### config.mk
export PLATFORM = sky130hd
export DESIGN_NAME = aoc_clkgen
export DESIGN_NICKNAME = d
export VERILOG_FILES = /design/src/rtl/aoc_pkg.sv /design/src/rtl/aoc_modcnt.sv /design/src/rtl/aoc_divider.sv /design/src/rtl/aoc_mode_mux.sv /design/src/rtl/aoc_clkgen.sv
export SDC_FILE = /design/constraint.sdc
export NUM_CORES = 1
export LEC_CHECK = 0
export ABC_AREA = 1
export BUFFER_PORTS_ARGS = -buffer_cell sky130_fd_sc_hd__buf_2
export CAP_MARGIN = 20
export CORE_MARGIN = 1.5
export CORE_UTILIZATION = 55
export CTS_CLUSTER_DIAMETER = 50
export DETAILED_ROUTE_END_ITERATION = 10
export GPL_ROUTABILITY_DRIVEN = 0
export GPL_TIMING_DRIVEN = 0
export PLACE_DENSITY_LB_ADDON = 0.3
export SLEW_MARGIN = 10
export SYNTH_ARGS = -nofsm -noshare
export SYNTH_HDL_FRONTEND = slang
export SYNTH_SLANG_ARGS = --single-unit
### constraint.sdc
create_clock -name clk -period 3.1 [get_ports clk]
set_input_delay 0.31 -clock clk [delete_from_list [all_inputs] [get_ports clk]]
set_output_delay 0.31 -clock clk [all_outputs]
set_load 0.01 [all_outputs]
### src/rtl/aoc_pkg.sv
package aoc_pkg;

   typedef enum logic [1:0] {
      MODE_MASTER = 2'd0,
      MODE_SLAVE  = 2'd1,
      MODE_THRU   = 2'd2
   } aoc_mode_e;

   // pass-through outranks the slave select
   function automatic aoc_mode_e decode_mode(input logic thru, input logic slave);
      if (thru)       return MODE_THRU;
      else if (slave) return MODE_SLAVE;
      else            return MODE_MASTER;
   endfunction

endpackage

### src/rtl/aoc_modcnt.sv
module aoc_modcnt #(
   parameter int W = 10
) (
   input  logic         clk,
   input  logic         rst_n,
   input  logic         clr,
   input  logic [W-1:0] last,
   output logic [W-1:0] cnt_nxt
);

   logic [W-1:0] cnt_q;

   // ">=" also folds a count that overshoots a newly smaller limit
   always_comb begin
      if (clr || cnt_q >= last) cnt_nxt = '0;
      else                      cnt_nxt = cnt_q + W'(1);
   end

   always_ff @(posedge clk) begin
      if (!rst_n) cnt_q <= '0;
      else        cnt_q <= cnt_nxt;
   end

endmodule

### src/rtl/aoc_divider.sv
module aoc_divider #(
   parameter int RATIO_LO = 512,
   parameter int RATIO_HI = 768,
   parameter int BDIV_LO  = 8,
   parameter int BDIV_HI  = 16
) (
   input  logic clk,
   input  logic rst_n,
   input  logic ratio_sel,
   output logic frame_o,
   output logic bit_o
);

   localparam int MAX_R = (RATIO_HI > RATIO_LO) ? RATIO_HI : RATIO_LO;
   localparam int MAX_B = (BDIV_HI > BDIV_LO) ? BDIV_HI : BDIV_LO;
   localparam int FW    = $clog2(MAX_R);
   localparam int BW    = $clog2(MAX_B) + 1;

   logic          ratio_q;
   logic          restart;
   logic [FW-1:0] f_last, f_half, f_nxt;
   logic [BW-1:0] b_last, b_half, b_nxt;
   logic          frame_q, bit_q;

   assign restart = (ratio_sel != ratio_q);

   always_comb begin
      if (ratio_sel) begin
         f_last = FW'(RATIO_HI - 1);
         f_half = FW'(RATIO_HI / 2);
         b_last = BW'(BDIV_HI - 1);
         b_half = BW'(BDIV_HI / 2);
      end else begin
         f_last = FW'(RATIO_LO - 1);
         f_half = FW'(RATIO_LO / 2);
         b_last = BW'(BDIV_LO - 1);
         b_half = BW'(BDIV_LO / 2);
      end
   end

   aoc_modcnt #(.W(FW)) u_frame_cnt (
      .clk     (clk),
      .rst_n   (rst_n),
      .clr     (restart),
      .last    (f_last),
      .cnt_nxt (f_nxt)
   );

   aoc_modcnt #(.W(BW)) u_bit_cnt (
      .clk     (clk),
      .rst_n   (rst_n),
      .clr     (restart),
      .last    (b_last),
      .cnt_nxt (b_nxt)
   );

   // outputs come straight from flops: no decode glitches reach the pins
   always_ff @(posedge clk) begin
      ratio_q <= ratio_sel;
      if (!rst_n) begin
         frame_q <= 1'b0;
         bit_q   <= 1'b0;
      end else begin
         frame_q <= (f_nxt >= f_half);
         bit_q   <= (b_nxt >= b_half);
      end
   end

   assign frame_o = frame_q;
   assign bit_o   = bit_q;

endmodule

### src/rtl/aoc_mode_mux.sv
module aoc_mode_mux
   import aoc_pkg::*;
#(
   parameter int LANES = 3
) (
   input  aoc_mode_e        mode,
   input  logic             gen_frame,
   input  logic             gen_bit,
   input  logic             ext_frame,
   input  logic             ext_bitclk,
   input  logic             in_frame,
   input  logic             in_bitclk,
   input  logic [LANES-1:0] in_data,
   input  logic [LANES-1:0] conv_data,
   input  logic             conv_aux,
   output logic             out_frame,
   output logic             out_bitclk,
   output logic             frame_oe,
   output logic             bitclk_oe,
   output logic [LANES-1:0] out_data,
   output logic             out_aux
);

   logic thru;
   assign thru = (mode == MODE_THRU);

   always_comb begin
      unique case (mode)
         MODE_THRU: begin
            out_frame  = in_frame;
            out_bitclk = in_bitclk;
            frame_oe   = 1'b1;
            bitclk_oe  = 1'b1;
         end
         MODE_SLAVE: begin
            out_frame  = ext_frame;
            out_bitclk = ext_bitclk;
            frame_oe   = 1'b0;
            bitclk_oe  = 1'b0;
         end
         default: begin
            out_frame  = gen_frame;
            out_bitclk = gen_bit;
            frame_oe   = 1'b1;
            bitclk_oe  = 1'b1;
         end
      endcase
   end

   for (genvar i = 0; i < LANES; i++) begin : g_lane
      assign out_data[i] = thru ? in_data[i] : conv_data[i];
   end

   assign out_aux = thru ? 1'b0 : conv_aux;

endmodule

### src/rtl/aoc_clkgen.sv
module aoc_clkgen
   import aoc_pkg::*;
#(
   parameter int SYS_RATIO_LO = 512,
   parameter int SYS_RATIO_HI = 768,
   parameter int BIT_DIV_LO   = 8,
   parameter int BIT_DIV_HI   = 16,
   parameter int LANES        = 3
) (
   input  logic             clk,
   input  logic             rst_n,
   input  logic             ratio_sel,
   input  logic             slave_sel,
   input  logic             thru_en,
   input  logic             ext_frame,
   input  logic             ext_bitclk,
   input  logic             in_frame,
   input  logic             in_bitclk,
   input  logic [LANES-1:0] in_data,
   input  logic [LANES-1:0] conv_data,
   input  logic             conv_aux,
   output logic             out_frame,
   output logic             out_bitclk,
   output logic             frame_oe,
   output logic             bitclk_oe,
   output logic [LANES-1:0] out_data,
   output logic             out_aux
);

   if (BIT_DIV_LO < 2 || BIT_DIV_LO % 2 != 0) begin : g_bad_bdiv_lo
      $error("BIT_DIV_LO must be even and at least 2");
   end
   if (BIT_DIV_HI < 2 || BIT_DIV_HI % 2 != 0) begin : g_bad_bdiv_hi
      $error("BIT_DIV_HI must be even and at least 2");
   end
   if (SYS_RATIO_LO % (2 * BIT_DIV_LO) != 0) begin : g_bad_ratio_lo
      $error("SYS_RATIO_LO must hold a whole, even number of bit periods");
   end
   if (SYS_RATIO_HI % (2 * BIT_DIV_HI) != 0) begin : g_bad_ratio_hi
      $error("SYS_RATIO_HI must hold a whole, even number of bit periods");
   end
   if (LANES < 1) begin : g_bad_lanes
      $error("LANES must be at least 1");
   end

   aoc_mode_e mode;
   logic      gen_frame;
   logic      gen_bit;

   assign mode = decode_mode(thru_en, slave_sel);

   aoc_divider #(
      .RATIO_LO (SYS_RATIO_LO),
      .RATIO_HI (SYS_RATIO_HI),
      .BDIV_LO  (BIT_DIV_LO),
      .BDIV_HI  (BIT_DIV_HI)
   ) u_div (
      .clk       (clk),
      .rst_n     (rst_n),
      .ratio_sel (ratio_sel),
      .frame_o   (gen_frame),
      .bit_o     (gen_bit)
   );

   aoc_mode_mux #(.LANES(LANES)) u_mux (
      .mode       (mode),
      .gen_frame  (gen_frame),
      .gen_bit    (gen_bit),
      .ext_frame  (ext_frame),
      .ext_bitclk (ext_bitclk),
      .in_frame   (in_frame),
      .in_bitclk  (in_bitclk),
      .in_data    (in_data),
      .conv_data  (conv_data),
      .conv_aux   (conv_aux),
      .out_frame  (out_frame),
      .out_bitclk (out_bitclk),
      .frame_oe   (frame_oe),
      .bitclk_oe  (bitclk_oe),
      .out_data   (out_data),
      .out_aux    (out_aux)
   );

endmodule

Word-level counts from Yosys, hierarchy flattened
Cells that the tools add are included.

Add/subtract/negate cells: 2. Multiply operators: 0. Divide/modulo/power cells: 0. $lt $le $gt $ge: 4. Eq/ne operators: 3. Shift operators: 0. Muxes and demuxes: 15. Bitwise logic cells: 0. Reduce and logical (&&, ||, !) cells: 2.

Operators by type and width (number): 10-bit 2-to-1 mux (2); 10-bit by 1-bit adder with 10-bit output (second input constant) (1); 10-bit >= comparator (1); 10-bit by 9-bit >= comparator with 1-bit output (1); 5-bit by 4-bit >= comparator with 1-bit output (2); 4-bit 2-to-1 mux (2); 8-bit 2-to-1 mux (1); 1-bit 2-to-1 mux (6); 5-bit by 1-bit adder with 5-bit output (second input constant) (1); 5-bit 2-to-1 mux (1); 1-bit one-hot mux with 2 select lines (2); 2-bit by 1-bit equality test with 1-bit output (second input constant) (1); 2-bit equality test (second input constant) (1); 1-bit logical OR (2); 2-bit 2-to-1 mux (1); 1-bit != test (1).

Bits in registers: 18. Bits in latches: 0. RAM bits: 0. Bits in read-only memories: 0. Output and inout bits: 8. Word-level logic and storage cells: 31. Memories: 0.

Logic depth before layout (Yosys ltp)
Gate-level depths: netlist of run 1.

Word-level depth: 5. Mapped depth: 13. Mapped depth without buffers: 13.

Hierarchy
From an unflattened synthesis of run 1, not the netlist that was laid out.

Cells, all modules: 253. Area total of the unflattened synthesis: 1601.5 µm².

Modules (own cells, without submodules): aoc_modcnt at u_div.u_frame_cnt (instances 1, cells each 124, area each 804.5 µm², seq. area each 200.2 µm²); aoc_modcnt at u_div.u_bit_cnt (instances 1, cells each 56, area each 399.1 µm², seq. area each 100.1 µm²); aoc_divider (instances 1, cells each 40, area each 237.7 µm², seq. area each 60.1 µm²); aoc_mode_mux (instances 1, cells each 31, area each 150.1 µm², seq. area each 0.0 µm²); aoc_clkgen (instances 1, cells each 2, area each 10.0 µm², seq. area each 0.0 µm²).

Worst setup path before layout of run 1
OpenSTA, ideal clock, no wires.

Path type: in2reg. Start: input port ratio_sel. End: register u_div.frame_q, in the netlist u_div.frame_o. Arrival: 1811 ps. Path slack: 1221 ps. Cell stages on the path: 13. Path through: inv_1 > ha_1 > nand2_1 > nand2_1 > nor2_4 > nand2_2 > inv_1 > o211ai_1 > ha_1 > nand2_1 > nor2_1 > nand3_1 > a21oi_2.

Longest elaborated chain between the ends: 5.

RTL lines: from (decl) (RTL line aoc_clkgen.sv:12) `input logic ratio_sel,`; 10-bit 2-to-1 mux (RTL line aoc_divider.sv:28) `if (ratio_sel) begin`; 10-bit >= comparator (RTL line aoc_modcnt.sv:15) `if (clr || cnt_q >= last) cnt_nxt = '0;`; 1-bit logical OR (RTL line aoc_modcnt.sv:15); 10-bit 2-to-1 mux (RTL line aoc_modcnt.sv:15); 10-bit by 9-bit >= comparator with 1-bit output * (RTL line aoc_divider.sv:64) `frame_q <= (f_nxt >= f_half);`; to (signal assigned) (RTL line aoc_divider.sv:64); to (decl) (RTL line aoc_divider.sv:23) `logic frame_q, bit_q;`.

Mark *: on every way between the ends. The rest lies on a longest branch, timed or not. A chain may end at the register's enable or synchronous reset.

Worst setup path in the final report of run 1
Start: register u_div.u_frame_cnt.cnt_q[9]. End: register u_div.frame_q, in the netlist u_div.frame_o.

Longest elaborated chain between the ends: 4.

RTL lines: from (decl) (RTL line aoc_modcnt.sv:11) `logic [W-1:0] cnt_q;`; from (signal assigned) (RTL line aoc_modcnt.sv:21) `else cnt_q <= cnt_nxt;`; 10-bit >= comparator (RTL line aoc_modcnt.sv:15); 1-bit logical OR (RTL line aoc_modcnt.sv:15); 10-bit 2-to-1 mux * (RTL line aoc_modcnt.sv:15); 10-bit by 9-bit >= comparator with 1-bit output * (RTL line aoc_divider.sv:64).

Marked as above.

==> summary.txt, run 1 <==
Critical path
  – Worst reg2reg path depth: 12
  – Reg-to-reg startpoint: u_div.u_frame_cnt.cnt_q[9]$_SDFF_PN0_
  – Worst endpoint data arrival time: 2.24 ns
  – CP Capture Type: flop
  – Crit path from: u_div.u_frame_cnt.cnt_q[9]$_SDFF_PN0_
  – Max FO, Critical Path: 7
  – Reg2Reg Capture Point: u_div.frame_o$_SDFF_PN0_
  – Startpoint Class: flop
  – CP required: 3.35 ns
  – WS Path Type: flop to flop
  – Reg2Reg Setup Slack: 1.11 ns
  – Worst setup path end: u_div.frame_o$_SDFF_PN0_

Power
  – P per Cell Area: 347.9 nW/um2
  – VDD IR-drop max: 331.5 uV
  – Static Leak: 0.6904 nW

Floorplan
  – Starting Density: 57.86%
  – Die Span X: 48.20 um
  – IO Count: 24
  – Rows: 16
  – Die area: 2323 um2
  – Core area: 1942 um2
  – DIE HEIGHT: 48.20 um

Synthesis
  – Post-synthesis sequential area ratio: 32.07%
  – Largest cells by area after synthesis: dfxtp_1 (32%), nand2_1 (15%), ha_1 (8.9%), inv_1 (8.7%), nand3_1 (8.0%)
  – Area leader, netlist: dfxtp_1
  – Post-synth top area share: 32.07%
  – Post-Synthesis Cells: 167
  – Synth Cell Area: 1124 um2
  – Yosys warns: 0
  – Library cells used by synthesis: 22
  – Synthesized flop and latch total: 18
  – Mapped Avg Cell Area: 6.728 um2
  – Syn nets: 191

Placement
  – DPL Wire Length: 1824 um
  – Post-DP Area: 1272 um2
  – PortBufs: 23

Global route
  – First-pass GRT wire length: 3567 um
  – Gr ovfl total: 0
  – Initial antenna violation count: 0
  – Global Route Usage Sum: 22.53%
  – Largest net degree at the start of global routing: 11
  – Vias in the first global route: 910

STA
  – Relative slew margins: 68.74%
  – Unrepaired setup endpoints after global routing: no
  – Final Hold Viols: 0
  – Setup TNS: 0 ns
  – Peak Freq: 502.4 MHz
  – Clock Skew: 0.007176 ns
  – Max Transition Viols Final: 0
  – Worst-margin pin slew: 0.4689 ns
  – Tcrit/Tclk final: 64.20%
  – Post-route minimum period: 1.990 ns
  – Final setup vio count: 0

Finish
  – NumNets Final: 219
  – Fin area: 1309 um2
  – Area grow syn2layout: 16.48%
  – Fillers: 172
  – Seq. cell area: 360.3 um2
  – Multi-input gate area: 654.4 um2
  – Share of layout cells above drive strength 1: 19.59%
  – Ant. Diodes: 0

Clock tree
  – Root buf cell: clkbuf_4
  – Post-CTS Setup Bufs: 0
  – Num CTS Buffers: 3
  – TritonCTS clock tree: yes
  – Clock Latency Late Sink: 0.31 ns
  – CTS max path bufs: 2
  – Post-CTS Hold Buffers: 0
  – Reg clk slew, reported paths: 0.11 ns
  – Cts repair resizes: 0
  – H-tree depth: 1
  – # clock sinks: 18

Job
  – Max cap viols: 0

Drt
  – Detailed router's first-iteration violation count: 19
  – Vias per inst: 4.923
  – Final WL: 2259 um
  – Final ANT Viol Nets: 0
  – Detailed Routing Iterations Pass 1: 4
  – # DRC: 0
  – WL/cell: 10.22 um
  – Via count: 1,088

Status
  – Outcome: finished clean

Worst hold path
  – Min-Delay Path Class: input pin to flop
-- flip-flops by register name, indices dropped and copies added (netlist names) --
register and count:
u_div.bit_o 1, u_div.u_bit_cnt.cnt_q 5, u_div.u_frame_cnt.cnt_q 10, u_div.frame_o 1, u_div.ratio_q 1
-- power by group --
part	total, W	internal, W	switching (W)
Combinational	0.0000670	0.0000273	0.0000397
Clock	0.000148	0.0000718	0.0000763
Sequential	0.000240	0.000236	0.00000379
Total	0.000455	0.000336	0.000120
-- cells in the mapped netlist --
| cell | number |
|---|---|
| nand3_1 | 18 |
| nand4_1 | 2 |
| o21bai_1 | 1 |
| nand3_2 | 1 |
| nor2_2 | 2 |
| clkbuf_1 | 1 |
| a21oi_1 | 3 |
| o211ai_1 | 2 |
| nor2_4 | 2 |
| nand2_1 | 46 |
| inv_1 | 26 |
| nor3_1 | 8 |
| nand3b_4 | 1 |
| o21ai_1 | 1 |
| nor2_1 | 18 |
| ha_1 | 8 |
| nand2_2 | 2 |
| xor2_1 | 3 |
| buf_4 | 1 |
| dfxtp_1 | 18 |
| a21oi_2 | 2 |
| a21o_1 | 1 |
-- cell families after synthesis --
group,share of synthesized area [%]
XOR/XNOR,2.339
adder cells (fa/ha/maj),8.909
flip-flops,32.07
AND/OR/NAND/NOR,40.98
AO/OA/AOI/OAI,6.013
buffers and inverters,9.688
-- worst min-delay path by stage --
stage	from	endpoint	slack (ns)	depth (start not counted)
detailed placement	u_div.u_bit_cnt.cnt_q[0]$_SDFF_PN0_	u_div.u_bit_cnt.cnt_q[0]$_SDFF_PN0_	0.48	1
CTS	ratio_sel	u_div.ratio_q$_DFF_P_	0.17	1
floorplan	ratio_sel	u_div.ratio_q$_DFF_P_	0.34	0
finish	ratio_sel	u_div.ratio_q$_DFF_P_	0.17	1
global placement	u_div.u_bit_cnt.cnt_q[0]$_SDFF_PN0_	u_div.u_bit_cnt.cnt_q[0]$_SDFF_PN0_	0.47	1
global route	ratio_sel	u_div.ratio_q$_DFF_P_	0.17	1
-- placed cells by master (no fill, tap or decap), drive strengths merged --
cell	count
a21o	1
a21oi	5
buf	24
clkbuf	5
dfxtp	18
ha	8
inv	26
nand2	48
nand3	19
nand3b	1
nand4	2
nor2	22
nor3	8
o211ai	2
o21ai	1
o21bai	1
xor2	3
-- critical path, stage by stage, from the launching register on --
cell,delay [ns]
dfxtp_1,0.39
ha_1,0.25
nand2_1,0.06
nand2_1,0.08
nor2_4,0.18
nand2_2,0.14
inv_1,0.10
o211ai_1,0.11
ha_1,0.29
nand2_1,0.05
nor2_1,0.08
nand3_1,0.10
a21oi_2,0.11
-- layer usage --
metal	track usage (%)	part of all wire [%]	up-vias	wire length (um)
met3	5.926	6.0	4	135
li1	-	-	585	-
met2	39.47	47	28	1053
met1	25.06	45	471	1024
met5	0	0	-	0
met4	10.81	2.0	0	46
-- layout make-up --
type / instances / area share (%)
multi-input combinational: 121 / 50.00
sequential: 18 / 27.53
timing repair buffer: 23 / 8.795
inverter: 26 / 7.457
clock buffer: 4 / 2.772
tap: 27 / 2.581
buffer: 2 / 0.8604
-- stage by stage --
step,instances,setup slack (ns),hold slack [ns],utilization (%),power (W)
after CTS,221,1.116,0.1718,67.40,0.0004612
after global routing,221,0.9435,0.1704,67.40,0.0004862
final,221,1.110,0.1749,67.40,0.0004553
after floorplan,167,1.221,0.3377,-,0.0002862
after detailed placement,217,0.8725,0.4838,65.53,0.0003129
after global placement,217,0.8739,0.4725,65.53,0.0003108
(Power assumes the default switching activity.)
==> run 2: changes to the inputs <==
CORE_UTILIZATION = 53   (was 55)
clock period = 2.1 ns   (was 3.1 ns; I/O delays follow)
==> run 2 against run 1 <==
  * Via count fell by 0.28%
  * Maximum frequency rose by 1.2%
  * Clock skew fell by 0.0038 ns
  * Clock power rose by 45%
  * Cell count did not move
  * Setup slack got worse by 0.98 ns
  * Wire length fell by 5.1%
  * Total power rose by 47%
  * Die area rose by 3.5%
  * First-iteration DRC count fell by 21%
==> summary.txt, run 2 (synthesis gave the netlist of run 1 again) <==
Status
  – Outcome: finished clean

Clock tree
  – Reg clk slew, reported paths: 0.11 ns (about the same)
  – H-tree depth: 1 (unchanged)
  – # clock sinks: 18 (unchanged)
  – Root buf cell: clkbuf_4
  – Post-CTS Hold Buffers: 0 (unchanged)
  – Num CTS Buffers: 3 (unchanged)
  – CTS max path bufs: 2 (unchanged)
  – Post-CTS Setup Bufs: 0 (unchanged)
  – TritonCTS clock tree: yes
  – Clock Latency Late Sink: 0.29 ns (-0.02 ns)

STA
  – Peak Freq: 508.5 MHz (+1.2%)
  – Final Hold Viols: 0 (unchanged)
  – Clock Skew: 0.003390 ns (-0.003787 ns)
  – Post-route minimum period: 1.967 ns (-0.02371 ns)
  – Hold Slack: 0.07448 ns (-0.1005 ns)
  – Final setup vio count: 0 (unchanged)
  – Tcrit/Tclk final: 93.65% (+29 points)
  – Worst-margin pin slew: 0.4511 ns (-0.01784 ns)
  – Max Transition Viols Final: 0 (unchanged)
  – Relative slew margins: 69.93% (+1.2 points)
  – Unrepaired setup endpoints after global routing: no

Critical path
  – Crit path from: u_div.u_frame_cnt.cnt_q[9]$_SDFF_PN0_
  – Worst reg2reg path depth: 12 (unchanged)
  – Reg-to-reg startpoint: u_div.u_frame_cnt.cnt_q[9]$_SDFF_PN0_
  – CP required: 2.33 ns (-1.02 ns)
  – Startpoint Class: flop
  – Worst endpoint data arrival time: 2.20 ns (-0.04 ns)
  – CP Capture Type: flop
  – Max FO, Critical Path: 7 (unchanged)
  – WS Path Type: flop to flop

Finish
  – Largest registers: u_div.u_frame_cnt.cnt_q (10), u_div.u_bit_cnt.cnt_q (5)
  – Share of layout cells above drive strength 1: 21.13% (+1.5 points)
  – NumNets Final: 219 (unchanged)
  – Fillers: 180 (+4.7%)
  – Biggest register: u_div.u_frame_cnt.cnt_q
  – Most frequent cells in the layout: nand2_1 (46), inv_1 (26), buf_2 (23)
  – Fin area: 1319 um2 (+0.76%)
  – Ant. Diodes: 0 (unchanged)
  – Largest register FFs: 10 (unchanged)
  – Layout Cells excl Fill: 221 (unchanged)
  – Area grow syn2layout: 17.37%
  – Commonest non-fill, non-tap cell in the layout: nand2_1

Power
  – P per Cell Area: 508.0 nW/um2 (+46%)
  – VDD IR-drop max: 337.7 uV (+1.9%)
  – Combinational Power Share: 14.8% (about the same)
  – Static Leak: 0.6889 nW (-0.23%)
  – Sw Ratio: 25.82% (-0.49 points)
  – Seq pwr share: 53.1% (+0.3 points)
  – Sw Pwr: 0.0001730 W (+44%)
  – Clock network power share: 32.1% (-0.4 points)
  – Overall power: 0.0006699 W (+47%)
  – P_int: 0.0004970 W (+48%)

Drt
  – Via count: 1,085 (-0.28%)
  – Detailed router's first-iteration violation count: 15 (-4)
  – Final ANT Viol Nets: 0 (unchanged)
  – Vias per inst: 4.910 (-0.28%)
  – # DRC: 0 (unchanged)
  – Detailed Routing Iterations Pass 1: 4 (unchanged)
  – WL/cell: 9.697 um (-5.1%)
  – Final WL: 2143 um (-5.1%)

Global route
  – Initial antenna violation count: 0 (unchanged)
  – Vias in the first global route: 989 (+8.7%)
  – Global Route Usage Sum: 21.03% (-1.5 points)
  – First-pass GRT wire length: 3960 um (+11%)
  – Gr ovfl total: 0 (unchanged)
  – Largest net degree at the start of global routing: 11 (unchanged)

Floorplan
  – Die area: 2405 um2 (+3.5%)
  – Rows: 16 (unchanged)
  – IO Count: 24 (unchanged)
  – DIE HEIGHT: 49.04 um (+1.7%)
  – Starting Density: 56.69% (-1.2 points)
  – Die Span X: 49.04 um (+1.7%)
  – Core area: 1982 um2 (+2.1%)

Job
  – Max cap viols: 0 (unchanged)

Worst hold path
  – Hold Crit Depth: 1 (unchanged)
  – Hold path start: ratio_sel
  – Min-Delay Path Class: input pin to flop

Placement
  – Total placed cells including tap cells: 217 (unchanged)
  – DPL Wire Length: 1763 um (-3.4%)
  – Post-DP Area: 1272 um2 (unchanged)
  – PortBufs: 23 (unchanged)
[run 2: metrics by stage]
step                setup WS (ns)  setup TNS [ns]  utilization (%)
CTS                       0.04820               0            66.04
floorplan                  0.3180               0                -
global placement         -0.02429        -0.02429            64.20
global route             0.005268               0            66.54
detailed placement       -0.06126        -0.06126            64.20
finish                     0.1334               0            66.54
[run 2: worst paths after layout]
check / end / slack, ns
hold reg to reg: u_div.u_bit_cnt.cnt_q[0]$_SDFF_PN0_ / 0.51
hold / removal: u_div.ratio_q$_DFF_P_ / 0.07
setup reg to reg: u_div.frame_o$_SDFF_PN0_ / 0.13
setup / recovery: u_div.frame_o$_SDFF_PN0_ / 0.13
[run 2: layer usage]
| metal | global-route usage [%] | wire [um] |
|---|---|---|
| met1 | 25.24 | 984 |
| met3 | 3.374 | 111 |
| met5 | 0 | 0 |
| met2 | 37.21 | 1006 |
| met4 | 8.571 | 40 |
[run 2: cell type report]
| cell class | instances | area (um2) | share of cell area [%] |
|---|---|---|---|
| Multi-Input combinational cell | 121 | 661.9 | 50.19 |
| Sequential cell | 18 | 362.8 | 27.51 |
| Timing Repair Buffer | 23 | 115.1 | 8.729 |
| Inverter | 26 | 97.59 | 7.400 |
| Clock buffer | 4 | 36.28 | 2.751 |
| Tap cell | 27 | 33.78 | 2.562 |
| Buffer | 2 | 11.26 | 0.8539 |
[run 2: worst max-delay path, stage by stage (launching register included)]
cell and delay (ns):
dfxtp_2 0.35, ha_1 0.30, nand2_1 0.07, nand2_1 0.08
nor2_4 0.17, nand2_4 0.10, inv_1 0.08, o211ai_1 0.11
ha_1 0.30, nand2_1 0.05, nor2_1 0.08, nand3_1 0.09
a21oi_2 0.12
[run 2: what timing repair did]
| action | in CTS | in global routing |
|---|---|---|
| endpoints found under the hold margin | 0 | 0 |
| gates resized for setup | 0 | 4 |
| setup endpoints to repair | 0 | 1 |
[run 2: power by group through the flow]
| stage | Clock, W | Sequential (W) | Combinational [W] |
|---|---|---|---|
| floorplan | 0 | 0.000362 | 0.0000610 |
| global placement | 0 | 0.000363 | 0.0000946 |
| detailed placement | 0 | 0.000363 | 0.0000976 |
| CTS | 0.000220 | 0.000355 | 0.0000981 |
| global route | 0.000236 | 0.000357 | 0.000114 |
| finish | 0.000215 | 0.000356 | 0.0000993 |
==> run 3: changes to the inputs <==
==> constraint.sdc (replaced) <==
create_clock -name clk -period 2.1 [get_ports clk]
set_input_delay 0.42 -clock clk [delete_from_list [all_inputs] [get_ports clk]]
set_output_delay 0.42 -clock clk [all_outputs]
set_load 0.01 [all_outputs]
==> run 3 against run 2 <==
  * Register-to-register slack worse by 0.03 ns
  * Maximum frequency decreased by 1.5%
  * Highest routed layer unchanged
  * Via count up 1.5%
  * First-iteration DRC count rose by 47%
  * Clock skew increased by 0.0017 ns
  * Hold slack improved by 0.22 ns
  * Core utilization increased by 0.19 points
  * Global-route usage is the same
  * Flip-flop and latch count is the same
  * Largest cell class unchanged
==> summary.txt, run 3 (synthesis gave the netlist of run 1 again) <==
STA
  – Final worst slack: 0.1033 ns (-0.03011 ns)
  – Clock Skew: 0.005073 ns (+0.001684 ns)
  – Peak Freq: 500.8 MHz (-1.5%)
  – Worst-margin pin slew: 0.4799 ns (+0.02879 ns)
  – Final setup vio count: 0 (unchanged)
  – Final Hold Viols: 0 (unchanged)
  – Tcrit/Tclk final: 95.08% (+1.4 points)
  – Hold Slack: 0.2931 ns (+0.2186 ns)
  – Max Transition Viols Final: 0 (unchanged)
  – Relative slew margins: 68.01% (-1.9 points)
  – Post-route minimum period: 1.997 ns (+0.03011 ns)

Critical path
  – Reg2Reg Capture Point: u_div.frame_o$_SDFF_PN0_
  – CP Capture Type: flop
  – Startpoint Class: flop
  – CP required: 2.33 ns (about the same)
  – Critical path's most frequent cell: nand2_1
  – Family with the most delay on the worst path: simple AND/OR/NAND/NOR gates
  – Worst path slowest cell: dfxtp_1
  – Worst reg2reg path depth: 12 (unchanged)
  – Buffers & Inverters on Critical Path: 1 (unchanged)
  – Worst endpoint data arrival time: 2.23 ns (+0.03 ns)
  – WS Path Type: flop to flop
  – CP cell instances: ha_1 > nand2_1 > nand2_1 > nor2_4 > nand2_4 > inv_1 > o211ai_1 > ha_1 > nand2_1 > nor2_1 > nand3_1 > a21oi_2
  – Crit path largest cell delay: 0.39 ns (+0.04 ns)
  – Reg2Reg Setup Slack: 0.10 ns (-0.03 ns)
  – Reg-to-reg startpoint: u_div.u_frame_cnt.cnt_q[9]$_SDFF_PN0_
  – Max FO, Critical Path: 7 (unchanged)

Floorplan
  – Rows: 16 (unchanged)
  – Die Span X: 49.04 um (unchanged)
  – Core area: 1982 um2 (unchanged)
  – IO Count: 24 (unchanged)
  – Starting Density: 56.69% (unchanged)
  – DIE HEIGHT: 49.04 um (unchanged)
  – Die area: 2405 um2 (unchanged)

Worst hold path
  – Hold path start: ratio_sel
  – Endpoint, Worst Hold: u_div.ratio_q$_DFF_P_
  – Hold Crit Depth: 1 (unchanged)
  – Min-Delay Path Class: input pin to flop

Finish
  – Multi-input gate area: 659.4 um2 (-0.38%)
  – Fin area: 1323 um2 (+0.29%)
  – Most frequent cells in the layout: nand2_1 (46), inv_1 (25), buf_2 (23)
  – Biggest register: u_div.u_frame_cnt.cnt_q
  – NumNets Final: 220 (+0.46%)
  – Seq. cell area: 361.6 um2 (-0.34%)
  – Ant. Diodes: 0 (unchanged)
  – Largest registers: u_div.u_frame_cnt.cnt_q (10), u_div.u_bit_cnt.cnt_q (5)
  – Largest register FFs: 10 (unchanged)
  – Fillers: 179 (-0.56%)
  – Commonest non-fill, non-tap cell in the layout: nand2_1
  – Area grow syn2layout: 17.71%
  – Share of layout cells above drive strength 1: 21.03% (-0.11 points)

Clock tree
  – Post-CTS Hold Buffers: 0 (unchanged)
  – H-tree depth: 1 (unchanged)
  – CTS max path bufs: 2 (unchanged)
  – TritonCTS clock tree: yes
  – Num CTS Buffers: 3 (unchanged)
  – Clock Latency Late Sink: 0.29 ns (about the same)
  – Root buf cell: clkbuf_4
  – Reg clk slew, reported paths: 0.11 ns (about the same)
  – # clock sinks: 18 (unchanged)

Drt
  – Detailed Routing Iterations Pass 1: 4 (unchanged)
  – Detailed router's first-iteration violation count: 22 (+7)
  – Vias per inst: 4.959 (+1.0%)
  – Final ANT Viol Nets: 0 (unchanged)
  – Via count: 1,101 (+1.5%)
  – WL/cell: 9.878 um (+1.9%)
  – Final WL: 2193 um (+2.3%)
  – # DRC: 0 (unchanged)

Placement
  – Worst slack, placed: -0.2713 ns (-0.2100 ns)
  – Post-DP Area: 1272 um2 (unchanged)
  – DPL Wire Length: 1763 um (unchanged)
  – PortBufs: 23 (unchanged)

Status
  – Outcome: finished clean

Global route
  – Initial antenna violation count: 0 (unchanged)
  – Largest net degree at the start of global routing: 11 (unchanged)
  – Gr ovfl total: 0 (unchanged)
  – Global Route Usage Sum: 21.03% (unchanged)
  – Vias in the first global route: 989 (unchanged)
  – First-pass GRT wire length: 3960 um (unchanged)

Power
  – Static Leak: 0.6946 nW (+0.83%)
  – VDD IR-drop max: 337.1 uV (-0.18%)
  – P per Cell Area: 508.2 nW/um2 (about the same)

Job
  – Max cap viols: 0 (unchanged)
[run 3: final cells by class]
class / count / area share, %
multi-input cells: 121 / 49.86
flip-flops and latches: 18 / 27.34
well taps: 27 / 2.554
plain buffers: 2 / 0.8515
clock buffers: 4 / 2.744
inverters: 26 / 7.379
repair buffers: 24 / 9.272
[run 3: routing by layer]
metal | GRT usage (%) | vias to the layer above | wire, um
met2 | 37.21 | 30 | 1015
met3 | 3.374 | 4 | 112
met1 | 25.24 | 480 | 1025
met4 | 8.571 | 0 | 40
met5 | 0 | - | 0
li1 | - | 587 | -
[run 3: worst max path at each step]
stage                                          start                       end  slack [ns]  depth (start not counted)
2_1_floorplan                              ratio_sel  u_div.frame_o$_SDFF_PN0_        0.11                         13
3_3_place_gp                               ratio_sel  u_div.frame_o$_SDFF_PN0_       -0.23                         14
3_5_place_dp                               ratio_sel  u_div.frame_o$_SDFF_PN0_       -0.27                         14
4_1_cts                                    ratio_sel  u_div.frame_o$_SDFF_PN0_        0.03                         14
5_1_grt        u_div.u_frame_cnt.cnt_q[9]$_SDFF_PN0_  u_div.frame_o$_SDFF_PN0_       -0.01                         12
6_report       u_div.u_frame_cnt.cnt_q[9]$_SDFF_PN0_  u_div.frame_o$_SDFF_PN0_        0.10                         12
[run 3: metrics by stage]
| step | total power [W] | utilization, % | std cells | setup TNS (ns) |
|---|---|---|---|---|
| after floorplan | 0.0004225 | - | 167 | 0 |
| after global placement | 0.0004571 | 64.20 | 217 | -0.2517 |
| after detailed placement | 0.0004607 | 64.20 | 217 | -0.3205 |
| after CTS | 0.0006738 | 66.04 | 221 | 0 |
| after global routing | 0.0007098 | 66.73 | 222 | -0.009794 |
| final | 0.0006721 | 66.73 | 222 | 0 |
[run 3: power by group]
part / switching, W / internal [W] / total, W
Sequential: 0.00000625 / 0.000349 / 0.000356
Clock: 0.000109 / 0.000106 / 0.000214
Combinational: 0.0000585 / 0.0000436 / 0.000102
[run 3: what timing repair did]
item | CTS | global route
buffers inserted | 0 | 1
endpoints found under the setup margin | 0 | 1
resized for setup | 0 | 3
